File: src/rtl/evt_ctr_pkg.sv
package evt_ctr_pkg;

  localparam int SUB_W = 16;  // sub-events per class, equals mask width
  localparam int CLS_W = 5;   // event class select width
  localparam int LVL_W = 3;   // execution level / scope width
  localparam int REG_W = 32;  // register data width

  // status bit positions
  localparam int ST_OVF_BIT = 0;
  localparam int ST_INT_BIT = 4;

  // address regions, selected by paddr[ADDR_W-1:7]
  localparam int RGN_CTR = 1;
  localparam int RGN_SEL = 2;
  localparam int RGN_ST  = 3;

  typedef struct packed {
    logic [SUB_W-1:0] mask;   // [31:16]
    logic [2:0]       rsv2;   // [15:13]
    logic [CLS_W-1:0] cls;    // [12:8]
    logic             rsv1;   // [7]
    logic [LVL_W-1:0] scope;  // [6:4]
    logic             dir;    // [3]
    logic [1:0]       rsv0;   // [2:1]
    logic             inten;  // [0]
  } sel_t;

  function automatic sel_t sel_clean(input logic [REG_W-1:0] w);
    sel_t s;
    s      = sel_t'(w);
    s.rsv0 = '0;
    s.rsv1 = 1'b0;
    s.rsv2 = '0;
    return s;
  endfunction

endpackage

File: src/rtl/evt_gate.sv
module evt_gate
  import evt_ctr_pkg::*;
#(
  parameter int NUM_CLASS = 32
) (
  input  logic                       en_i,
  input  logic [NUM_CLASS*SUB_W-1:0] evt_vec_i,
  input  logic [LVL_W-1:0]           lvl_i,
  input  sel_t                       sel_i,
  output logic                       hit_o
);

  logic [SUB_W-1:0] grp;
  logic             priv_ok;
  logic             any_sub;

  // pick the class group; out-of-range classes see no events
  always_comb begin
    grp = '0;
    if (int'(sel_i.cls) < NUM_CLASS)
      grp = evt_vec_i[int'(sel_i.cls)*SUB_W +: SUB_W];
  end

  // privilege direction: 1 = strictly above scope, 0 = at or below scope
  always_comb begin
    if (sel_i.dir) priv_ok = (lvl_i > sel_i.scope);
    else           priv_ok = (lvl_i <= sel_i.scope);
  end

  // many masked sub-events collapse to a single count
  assign any_sub = |(grp & sel_i.mask);
  assign hit_o   = en_i & priv_ok & any_sub;

endmodule

File: src/rtl/evt_counter.sv
module evt_counter
  import evt_ctr_pkg::*;
#(
  parameter int NUM_CLASS = 32,
  parameter int CNT_W     = 32
) (
  input  logic                       clk,
  input  logic                       rst,
  input  logic                       glb_en_i,
  input  logic [NUM_CLASS*SUB_W-1:0] evt_vec_i,
  input  logic [LVL_W-1:0]           lvl_i,
  input  logic                       wr_cnt_i,
  input  logic                       wr_sel_i,
  input  logic                       wr_st_i,
  input  logic [REG_W-1:0]           wdata_i,
  output logic [REG_W-1:0]           cnt_rd_o,
  output logic [REG_W-1:0]           sel_rd_o,
  output logic [REG_W-1:0]           st_rd_o,
  output logic                       flag_nxt_o
);

  logic [CNT_W-1:0] cnt;
  sel_t             sel;
  logic             ovf;
  logic             flag;
  logic             hit;
  logic             wrap;
  logic             ovf_nxt;
  logic             flag_nxt;

  evt_gate #(
    .NUM_CLASS(NUM_CLASS)
  ) u_gate (
    .en_i      (glb_en_i),
    .evt_vec_i (evt_vec_i),
    .lvl_i     (lvl_i),
    .sel_i     (sel),
    .hit_o     (hit)
  );

  // rollover only when hardware increments from all ones
  assign wrap     = !wr_cnt_i && hit && (cnt == {CNT_W{1'b1}});
  // hardware set wins over a same-cycle software clear
  assign ovf_nxt  = (wr_st_i ? wdata_i[ST_OVF_BIT] : ovf) | wrap;
  assign flag_nxt = (wr_st_i ? wdata_i[ST_INT_BIT] : flag) | (wrap & sel.inten);

  always_ff @(posedge clk) begin
    if (rst) begin
      cnt  <= '0;
      sel  <= '0;
      ovf  <= 1'b0;
      flag <= 1'b0;
    end else begin
      if (wr_cnt_i)  cnt <= wdata_i[CNT_W-1:0];
      else if (hit)  cnt <= cnt + 1'b1;
      if (wr_sel_i)  sel <= sel_clean(wdata_i);
      ovf  <= ovf_nxt;
      flag <= flag_nxt;
    end
  end

  assign flag_nxt_o = flag_nxt;
  assign cnt_rd_o   = REG_W'(cnt);
  assign sel_rd_o   = sel;

  always_comb begin
    st_rd_o             = '0;
    st_rd_o[ST_OVF_BIT] = ovf;
    st_rd_o[ST_INT_BIT] = flag;
  end

  // global enable off freezes the counter unless software writes it
  p_frozen_when_off_r2: assert property (@(posedge clk) disable iff (rst)
    (!glb_en_i && !wr_cnt_i) |=> (cnt == $past(cnt)));

  // without a write the counter moves by at most one
  p_step_at_most_one_r6: assert property (@(posedge clk) disable iff (rst)
    (!wr_cnt_i && cnt != {CNT_W{1'b1}}) |=> (cnt == $past(cnt) || cnt == $past(cnt) + 1'b1));

  // rollover lands on zero with the overflow flag set
  p_wrap_sets_ovf_r7: assert property (@(posedge clk) disable iff (rst)
    (!wr_cnt_i && hit && cnt == {CNT_W{1'b1}}) |=> (ovf && cnt == '0));

  // overflow flag is sticky until software writes the status word
  p_ovf_sticky_r7: assert property (@(posedge clk) disable iff (rst)
    (ovf && !wr_st_i) |=> ovf);

  // a counter write is taken exactly, no increment on top
  p_write_wins_r10: assert property (@(posedge clk) disable iff (rst)
    wr_cnt_i |=> (cnt == $past(wdata_i[CNT_W-1:0])));

  // the cause flag only rises through software or with the enable set
  p_cause_needs_en_r11: assert property (@(posedge clk) disable iff (rst)
    $rose(flag) |-> ($past(wr_st_i) || $past(sel.inten)));

endmodule

File: src/rtl/evt_counter_bank.sv
module evt_counter_bank
  import evt_ctr_pkg::*;
#(
  parameter int NUM_CTR   = 8,
  parameter int NUM_CLASS = 32,
  parameter int CNT_W     = 32,
  parameter int PC_W      = 32,
  parameter int ADDR_W    = 12
) (
  input  logic                       clk,
  input  logic                       rst,
  input  logic                       psel,
  input  logic                       penable,
  input  logic                       pwrite,
  input  logic [ADDR_W-1:0]          paddr,
  input  logic [REG_W-1:0]           pwdata,
  output logic [REG_W-1:0]           prdata,
  input  logic [NUM_CLASS*SUB_W-1:0] evt_vec,
  input  logic [LVL_W-1:0]           exec_lvl,
  input  logic [PC_W-1:0]            cur_pc,
  output logic                       irq
);

  localparam int RGN_W         = ADDR_W - 7;
  localparam int IDX_W         = 5;
  localparam logic [ADDR_W-1:0] ADDR_GLB = ADDR_W'(12'h000);
  localparam logic [ADDR_W-1:0] ADDR_PCL = ADDR_W'(12'h010);

  logic                glb_en;
  logic [PC_W-1:0]     pc_lat;
  logic                wr_acc;
  logic                rd_setup;
  logic                aligned;
  logic [RGN_W-1:0]    rgn;
  logic [IDX_W-1:0]    idx;
  logic                idx_ok;
  logic [NUM_CTR-1:0]  wr_cnt;
  logic [NUM_CTR-1:0]  wr_sel;
  logic [NUM_CTR-1:0]  wr_st;
  logic [NUM_CTR-1:0]  flag_nxt;
  logic                irq_nxt;
  logic [REG_W-1:0]    cnt_rd [NUM_CTR];
  logic [REG_W-1:0]    sel_rd [NUM_CTR];
  logic [REG_W-1:0]    st_rd  [NUM_CTR];
  logic [REG_W-1:0]    rd_mux;

  assign wr_acc   = psel && penable && pwrite;
  assign rd_setup = psel && !penable && !pwrite;
  assign aligned  = (paddr[1:0] == 2'b00);
  assign rgn      = paddr[ADDR_W-1:7];
  assign idx      = paddr[6:2];
  assign idx_ok   = (int'(idx) < NUM_CTR);

  // per-counter write strobes
  always_comb begin
    for (int k = 0; k < NUM_CTR; k++) begin
      wr_cnt[k] = wr_acc && aligned && (int'(rgn) == RGN_CTR) && (int'(idx) == k);
      wr_sel[k] = wr_acc && aligned && (int'(rgn) == RGN_SEL) && (int'(idx) == k);
      wr_st[k]  = wr_acc && aligned && (int'(rgn) == RGN_ST)  && (int'(idx) == k);
    end
  end

  for (genvar g = 0; g < NUM_CTR; g++) begin : g_ctr
    evt_counter #(
      .NUM_CLASS(NUM_CLASS),
      .CNT_W    (CNT_W)
    ) u_ctr (
      .clk        (clk),
      .rst        (rst),
      .glb_en_i   (glb_en),
      .evt_vec_i  (evt_vec),
      .lvl_i      (exec_lvl),
      .wr_cnt_i   (wr_cnt[g]),
      .wr_sel_i   (wr_sel[g]),
      .wr_st_i    (wr_st[g]),
      .wdata_i    (pwdata),
      .cnt_rd_o   (cnt_rd[g]),
      .sel_rd_o   (sel_rd[g]),
      .st_rd_o    (st_rd[g]),
      .flag_nxt_o (flag_nxt[g])
    );
  end

  assign irq_nxt = |flag_nxt;

  // global enable, interrupt level and PC capture on the rising edge of irq
  always_ff @(posedge clk) begin
    if (rst) begin
      glb_en <= 1'b0;
      irq    <= 1'b0;
      pc_lat <= '0;
    end else begin
      if (wr_acc && paddr == ADDR_GLB) glb_en <= pwdata[0];
      irq <= irq_nxt;
      if (!irq && irq_nxt) pc_lat <= cur_pc;
    end
  end

  // read decode
  always_comb begin
    rd_mux = '0;
    if (paddr == ADDR_GLB) begin
      rd_mux[0] = glb_en;
    end else if (paddr == ADDR_PCL) begin
      rd_mux = REG_W'(pc_lat);
    end else if (aligned && idx_ok) begin
      for (int k = 0; k < NUM_CTR; k++) begin
        if (int'(idx) == k) begin
          if (int'(rgn) == RGN_CTR) rd_mux = cnt_rd[k];
          if (int'(rgn) == RGN_SEL) rd_mux = sel_rd[k];
          if (int'(rgn) == RGN_ST)  rd_mux = st_rd[k];
        end
      end
    end
  end

  // data is registered in the setup phase and held through the access phase
  always_ff @(posedge clk) begin
    if (rst)           prdata <= '0;
    else if (rd_setup) prdata <= rd_mux;
  end

  // the captured PC is the one present in the cycle irq rose
  p_pc_on_rise_r9: assert property (@(posedge clk) disable iff (rst)
    $rose(irq) |-> (pc_lat == $past(cur_pc)));

  // outside a rising interrupt the captured PC never changes
  p_pc_hold_r9: assert property (@(posedge clk) disable iff (rst)
    (irq || !irq_nxt) |=> $stable(pc_lat));

  // irq follows the counters' cause flags one edge later
  p_irq_tracks_causes_r8: assert property (@(posedge clk) disable iff (rst)
    (!irq_nxt) |=> !irq);

endmodule

File: config.mk
export PLATFORM = sky130hd
export DESIGN_NAME = evt_counter_bank
export DESIGN_NICKNAME = d
export VERILOG_FILES = /design/src/rtl/evt_ctr_pkg.sv /design/src/rtl/evt_gate.sv /design/src/rtl/evt_counter.sv /design/src/rtl/evt_counter_bank.sv
export SDC_FILE = /design/constraint.sdc
export NUM_CORES = 2
export LEC_CHECK = 0
export BUFFER_PORTS_ARGS = -buffer_cell sky130_fd_sc_hd__buf_2
export CAP_MARGIN = 20
export CORE_MARGIN = 1.5
export CORE_UTILIZATION = 25
export DETAILED_ROUTE_END_ITERATION = 16
export PLACE_DENSITY = 0.45
export SETUP_SLACK_MARGIN = 0.3
export SLEW_MARGIN = 20
export SYNTH_ARGS = -nofsm -noshare
export SYNTH_HDL_FRONTEND = slang
export SYNTH_HIERARCHICAL = 1
export SYNTH_SLANG_ARGS = --single-unit
File: constraint.sdc
create_clock -name clk -period 4.5 [get_ports clk]
set_input_delay 0.45 -clock clk [delete_from_list [all_inputs] [get_ports clk]]
set_output_delay 0.45 -clock clk [all_outputs]
set_load 0.005 [all_outputs]
# Word level (Yosys, flattened, before mapping)

Cells that the tools add are included.

Add/sub/neg operators: 8
$lt $le $gt $ge: 17
Equality and inequality tests: 19
Shift operators: 8
Multiplexer cells: 82
Bitwise logic cells: 48
Reduce and logical (&&, ||, !) cells: 82

Operators by type and width:

| cell                                                  | count |
|---|---|
| indexed part select 512 x 10 -> 16 bit                | 8 |
| 2-to-1 mux 32 bit                                     | 56 |
| adder 32 x 1 -> 32 bit (second input constant)        | 8 |
| equality test 32 bit (second input constant)          | 8 |
| AND 16 bit                                            | 8 |
| OR reduction 16 bit                                   | 8 |
| logical AND 1 bit                                     | 51 |
| 2-to-1 mux 31 bit                                     | 1 |
| 2-to-1 mux 1 bit                                      | 25 |
| AND 1 bit                                             | 24 |
| > comparator 3 bit                                    | 8 |
| less-or-equal comparator 3 bit                        | 8 |
| equality test 5 x 3 -> 1 bit (second input constant)  | 4 |
| equality test 5 x 4 -> 1 bit (second input constant)  | 4 |
| bitwise OR 1 bit                                      | 16 |
| nonzero test 2 bit                                    | 8 |
| equality test 12 x 5 -> 1 bit (second input constant) | 1 |
| logical NOT 12 bit                                    | 1 |
| logical NOT 1 bit                                     | 11 |
| equality test 5 x 2 -> 1 bit (second input constant)  | 2 |
| OR reduction 8 bit                                    | 1 |
| logical NOT 5 bit                                     | 1 |
| < comparator 5 x 4 -> 1 bit (second input constant)   | 1 |
| logical NOT 2 bit                                     | 1 |

Register bits after elaboration: 546
Input bits: 596
Output and inout bits: 33
Word-level logic and storage cells: 332

# Depth between registers and ports, before layout

Depth after elaboration: 42
Gate-level depth with buffers: 23
Depth with buffers taken out: 18

# By module

Netlist, hierarchy kept.

By module, submodules not included:

| module                            | times used | cells an instance | area an instance (µm²) | sequential area each (µm²) |
|---|---|---|---|---|
| evt_gate                          | 8          | 406               | 4506.8                 | 0.0 |
| evt_counter at g_ctr[0].u_ctr ... | 7          | 389               | 3265.6                 | 1201.2 |
| evt_counter_bank                  | 1          | 1998              | 13050.0                | 1321.3 |
| evt_counter at g_ctr[4].u_ctr     | 1          | 395               | 3299.4                 | 1201.2 |

# Worst setup path before layout

OpenSTA, ideal clock, no wires.

Path kind: input-to-reg
Start: input paddr[9]
End: register pc_lat[18]
Library setup time: 0.070 ns
Arrival time: 4.301 ns
Required time: 4.430 ns
Path slack: 0.129 ns
Stages on the path: 18
Path buffers: 7
Cell sequence: nor3_2 -> clkbuf_1 -> clkbuf_1 -> buf_2 -> nand3_1 -> nor2_1 -> clkbuf_1 -> buf_1 -> nor3_1 -> nand4_1 -> nand2_1 -> or4_1 -> nor2_1 -> or2_2 -> clkbuf_1 -> clkbuf_1 -> nand2_1 -> a21oi_1

Cells in the longest elaborated chain, start to end: 10
Elaborated cells on any way between the ends: 70
Those cells by class: eq/ne: 2; mux: 8; bitwise: 16; reduce/logical: 44

Ends and longest elaborated chain:

| element                         | RTL line               | source |
|---|---|---|
| start: declaration              | evt_counter_bank.sv:15 | `input logic [ADDR_W-1:0] paddr,` |
| equality test 5 x 2 -> 1 bit    | evt_counter_bank.sv:57 | `wr_cnt[k] = wr_acc && aligned && (int'(rgn) == RGN_CTR) && (int'(idx) == k);` |
| logical AND 1 bit (2 in series) | evt_counter_bank.sv:57 |  |
| named net wr_cnt[5]             | evt_counter_bank.sv:37 | `logic [NUM_CTR-1:0] wr_cnt;` |
| logical NOT 1 bit               | evt_counter.sv:42      | `assign wrap = !wr_cnt_i && hit && (cnt == {CNT_W{1'b1}});` |
| logical AND 1 bit (2 in series) | evt_counter.sv:42      |  |
| AND 1 bit                       | evt_counter.sv:45      | `assign flag_nxt = (wr_st_i ? wdata_i[ST_INT_BIT] : flag) \| (wrap & sel.inten);` |
| bitwise OR 1 bit                | evt_counter.sv:45      |  |
| named net flag_nxt[5]           | evt_counter_bank.sv:40 | `logic [NUM_CTR-1:0] flag_nxt;` |
| OR reduction 8 bit              | evt_counter_bank.sv:84 | `assign irq_nxt = \|flag_nxt;` |
| logical AND 1 bit               | evt_counter_bank.sv:95 | `if (!irq && irq_nxt) pc_lat <= cur_pc;` |
| end signal: assignment          | evt_counter_bank.sv:95 |  |
| end: declaration                | evt_counter_bank.sv:30 | `logic [PC_W-1:0] pc_lat;` |

The timed path passes the listed nets, and every way through them passes these cells.
A chain may end at the register's enable or synchronous reset.

# Final worst setup path

Start: register g_ctr[1].u_ctr.sel, in the netlist g_ctr[1].u_ctr/sel_rd_o[8]
End: register pc_lat[8]

Cells in the longest elaborated chain, start to end: 10

Ends and longest elaborated chain:

| element                                | RTL line               | source |
|---|---|---|
| start: declaration                     | evt_counter.sv:23      | `sel_t sel;` |
| start signal: assignment               | evt_counter.sv:56      | `if (wr_sel_i) sel <= sel_clean(wdata_i);` |
| indexed part select 512 x 10 -> 16 bit | evt_gate.sv:21         | `grp = evt_vec_i[int'(sel_i.cls)*SUB_W +: SUB_W];` |
| AND 16 bit                             | evt_gate.sv:31         | `assign any_sub = \|(grp & sel_i.mask);` |
| OR reduction 16 bit                    | evt_gate.sv:31         |  |
| AND 1 bit                              | evt_gate.sv:32         | `assign hit_o = en_i & priv_ok & any_sub;` |
| named net g_ctr[1].u_ctr.hit           | evt_counter.sv:26      | `logic hit;` |
| logical AND 1 bit (2 in series)        | evt_counter.sv:42      |  |
| AND 1 bit                              | evt_counter.sv:45      |  |
| bitwise OR 1 bit                       | evt_counter.sv:45      |  |
| named net flag_nxt[1]                  | evt_counter_bank.sv:40 |  |
| OR reduction 8 bit                     | evt_counter_bank.sv:84 |  |
| logical AND 1 bit                      | evt_counter_bank.sv:95 |  |

The timed path passes the listed nets, and every way through them passes these cells.

==> impl_metrics.csv <==
group,metric,value,unit
status,run_status,"complete, but fails checks",
status,violations,"setup timing",
clock_tree,tritoncts_clock_tree,"yes",
global_route,grt_first_pass_wirelength,822000,microns
worst_setup_path,setup.worst_path.end,"pc_lat[8]$_SDFFE_PP0P_",
sta,finalSetupViolations,97,
drt,num_vias,92900,
logic_synthesis,syn_area_per_cell,9.00,sq um
power,total_leakage_power,38.1,nW
floorplanning,initial_utilization,25.1,%
worst_setup_path,critPathLaunchType,"register",
power,finalPower,0.0159,W
logic_synthesis,synth_flop_cell,"dfxtp_1",
logic_synthesis,synthAdderAreaFrac,0.532,%
worst_setup_path,r2r_end,"pc_lat[8]$_SDFFE_PP0P_",
global_route,maximum_number_of_pins_on_one_net_before_global_route_repair,166,
place,portBuffers,628,
drt,routedWlPerCell,42.6,microns
logic_synthesis,largest_family_of_logic_cells_by_synthesized_area,"multiplexers",
cells_and_area,drive_above_1_share,44.3,%
sta,final_critical_path_setup_slack,-689,ps
floorplanning,num_rows,201,
worst_setup_path,worst-r2r-cell-count,22,
place,dp.final_hpwl,497000,microns
worst_setup_path,end_kind,"register",
place,placedCellCount,14300,
run,maxCapViolations,0,
floorplanning,chipHeight,552,microns
worst_setup_path,crit_required,5170,ps
sta,fin_crit_sh,115,%
logic_synthesis,synth_seq_cells,546,
sta,timing_hold_violations_final,0,
worst_setup_path,critPathMaxFanout,8,
cells_and_area,syn_to_layout_area_delta,44.3,%
worst_setup_path,worst_flop_to_flop_path_startpoint,"g_ctr[1].u_ctr/sel_rd_o[8]$_SDFFE_PP0P_",
drt,finalWirelength,630000,microns
logic_synthesis,number_of_enable_type_register_cells_in_the_synthesized_netlist,0,
min_path,min_path_type,"in -> reg",
drt,drc,0,
global_route,grt_pass1_vias,87400,
floorplanning,die_w,552,microns
logic_synthesis,fraction_of_the_yosys_area_taken_by_sequential_cells,14.5,%
logic_synthesis,synth-compound-area-share,19.3,%
sta,layout_min_cycle_time,5190,ps
global_route,grt.total_usage,39.9,%
logic_synthesis,muxShareOfSynthArea,37.8,%
sta,max_freq,193,MHz
sta,max-slew-margin-rel,13.7,%
power,vdd_ir_drop_max,0.347,mV
min_path,whs_path_depth,2,
clock_tree,tritoncts_num_sinks,546,
clock_tree,clock-root-buffer,"clkbuf_16",
clock_tree,cts_buffer_depth,3,
sta,drv_slew,0,
cells_and_area,nNetsFinal,11300,
worst_setup_path,worst_ep_arrival_time,5860,ps
clock_tree,cts_inserted_buffers,78,
worst_setup_path,reg2reg_setup_slack,-690,ps
logic_synthesis,synth_warnings,6,
cells_and_area,layout.cells.non_filler,14800,
floorplanning,num_io_pins,629,
drt,initialDrtViolationCount,12700,
global_route,grt_overflow,0,
sta,unrepaired_setup_endpoints_after_global_routing,"yes",
clock_tree,htree_levels,3,
global_route,grt_antenna_before_repair,118,
drt,drtAntennaViolNets,0,
logic_synthesis,netlist-cell-type-count,91,
worst_setup_path,worst_setup_path_startpoint,"g_ctr[1].u_ctr/sel_rd_o[8]$_SDFFE_PP0P_",
logic_synthesis,async_flop_share,0,%
clock_tree,clkLatencyLatePin,770,ps
logic_synthesis,synth_cells,8364,
power,power-per-cell-area,146,nW/um^2
worst_setup_path,critical_path_class,"reg -> reg",
sta,worst-slew-pin-transition,1270,ps
drt,drt_pass1_iterations,8,
logic_synthesis,post_synth_xor_area_fraction,1.19,%
place,gp_weighted_congestion,1.06,
floorplanning,fp.dieArea,304000,sq um
cells_and_area,final_util,36.2,%
clock_tree,cts.reportedPaths.clkPinSlew,60,ps
logic_synthesis,synth_simple_gate_area_share,17.5,%
logic_synthesis,syn_area,75300,sq um
floorplanning,core,300000,sq um
sta,finalClockSkew,84.0,ps
drt,detail_route.vias_per_cell,6.28,
## stage by stage
step / setup WS, ps / setup TNS (ps) / hold WS (ps) / area, sq um
floorplan: 301 / 0 / 436 / 76300
global placement: -2250 / -147370 / 474 / 98500
detailed placement: -2220 / -147630 / 485 / 98500
CTS: -687 / -21650 / 146 / 106000
global route: -694 / -36010 / 208 / 109000
finish: -689 / -34650 / 213 / 109000
## placed cells by master (no fill, tap or decap), types with 77 or more instances in the layout
master | netlist | layout
nor2_1 | 596 | 573
o21ai_0 | 241 | 215
buf_12 | 0 | 340
mux4_2 | 808 | 808
clkbuf_16 | 0 | 85
conb_1 | 8 | 288
mux2i_1 | 835 | 803
nand4_1 | 249 | 249
a211oi_1 | 177 | 151
o22ai_1 | 134 | 125
nor3_1 | 118 | 99
a22oi_1 | 319 | 281
mux2_2 | 171 | 169
nand2_1 | 653 | 597
dfxtp_1 | 546 | 514
inv_1 | 124 | 123
buf_2 | 150 | 625
buf_6 | 60 | 156
a21oi_1 | 405 | 368
buf_4 | 426 | 1863
xnor2_1 | 83 | 77
nor2b_1 | 140 | 130
nand3_1 | 235 | 227
## what timing repair did
item	4_1_cts	5_1_grt
gates resized for setup	549	374
hold endpoints to repair	32	0
gates cloned	9	7
endpoints found under the setup margin	280	258
pin swaps	178	208
setup buffers	142	97
hold buffers	32	0
## state kept, by name, indices dropped and copies added (netlist names)
register and flops:
g_ctr.u_ctr/cnt_rd_o 256, g_ctr.u_ctr/sel_rd_o 208, pc_lat 32, prdata 32, g_ctr.u_ctr/flag 8, g_ctr.u_ctr/ovf 8, glb_en 1, irq 1
## logic make-up after synthesis
family                     after synthesis
DFF                                    546
xor gates and xnor gates               102
AOI/OAI and AO/OA                     2071
and+or+nand+nor                       2570
buffers and inverters                 1221
adders and majority gates               32
muxes                                 1814
other                                    8
## critical path, stage by stage, from the launching register on
cell	delay [ps]
dfxtp_4	440
buf_12	170
buf_12	140
buf_4	150
mux4_2	490
mux2i_1	410
o221ai_1	310
a211oi_2	430
a31o_4	210
a31oi_4	220
buf_12	210
nand2_4	60
nor3_2	40
nand4_1	130
nand2_1	90
or4_4	610
nor2_4	180
buf_8	130
or2_4	160
buf_6	130
buf_16	130
nand2_1	60
a21oi_2	140
## per-layer routing
layer / routed length (microns) / up-vias / share of wire [%] / global-route usage, %
met1: 239000 / 47000 / 38 / 49.4
li1: - / 37600 / - / -
met5: 323 / - / 0.051 / 0
met2: 268000 / 6640 / 43 / 60.1
met4: 58400 / 52 / 9.3 / 30.3
met3: 63500 / 1563 / 10 / 9.41
## power by group
part | internal, W | total, W | leakage, nW | switching [W]
logic | 0.00170 | 0.00427 | 32.4 | 0.00256
clock network | 0.00377 | 0.00681 | 1.29 | 0.00305
registers | 0.00482 | 0.00482 | 4.42 | 0.00000410
## worst min path at each step
| stage | from | to | slack [ps] |
|---|---|---|---|
| 2_1_floorplan | pc_lat[10]$_SDFFE_PP0P_ | pc_lat[10]$_SDFFE_PP0P_ | 440 |
| 3_3_place_gp | g_ctr[5].u_ctr/sel_rd_o[31]$_SDFFE_PP0P_ | g_ctr[5].u_ctr/sel_rd_o[31]$_SDFFE_PP0P_ | 470 |
| 3_5_place_dp | g_ctr[5].u_ctr/sel_rd_o[31]$_SDFFE_PP0P_ | g_ctr[5].u_ctr/sel_rd_o[31]$_SDFFE_PP0P_ | 480 |
| 4_1_cts | rst | g_ctr[2].u_ctr/cnt_rd_o[1]$_SDFFE_PP0P_ | 150 |
| 5_1_grt | rst | g_ctr[3].u_ctr/sel_rd_o[3]$_SDFFE_PP0P_ | 210 |
| 6_report | rst | g_ctr[2].u_ctr/cnt_rd_o[1]$_SDFFE_PP0P_ | 210 |
## Yosys cell counts, drive strengths merged, types with 46 or more instances
| master | count | area, sq um |
|---|---|---|
| nand2 | 653 | 2450 |
| nor3b | 50 | 375 |
| a221oi | 62 | 543 |
| nand2b | 82 | 513 |
| o22ai | 134 | 838 |
| a21oi | 405 | 2030 |
| xnor2 | 83 | 727 |
| or3 | 61 | 382 |
| buf | 721 | 4940 |
| a31oi | 66 | 413 |
| inv | 124 | 465 |
| dfxtp | 546 | 10900 |
| nand4 | 258 | 1690 |
| nand3 | 249 | 1320 |
| nor4 | 99 | 688 |
| a2bb2oi | 63 | 552 |
| nor2b | 140 | 876 |
| clkbuf | 367 | 1380 |
| nor3 | 120 | 611 |
| a22oi | 320 | 2410 |
| a211oi | 177 | 1330 |
| or4 | 49 | 375 |
| mux2i | 835 | 8360 |
| mux2 | 171 | 1930 |
| o21ai | 259 | 1300 |
| nor2 | 604 | 2290 |
| a311oi | 60 | 526 |
| o211ai | 53 | 398 |
| mux4 | 808 | 18200 |
| a22o | 46 | 403 |
## layout make-up
type / count / area (sq um)
fillers: 30700 / 191000
multi-input cells: 6878 / 62100
repair buffers: 3074 / 27200
flip-flops and latches: 546 / 11000
well taps: 3958 / 4950
clock buffers: 105 / 2190
inverters: 133 / 502
clock inverters: 36 / 488
diodes: 67 / 168
Note: power is estimated with default switching activity, not from simulation.
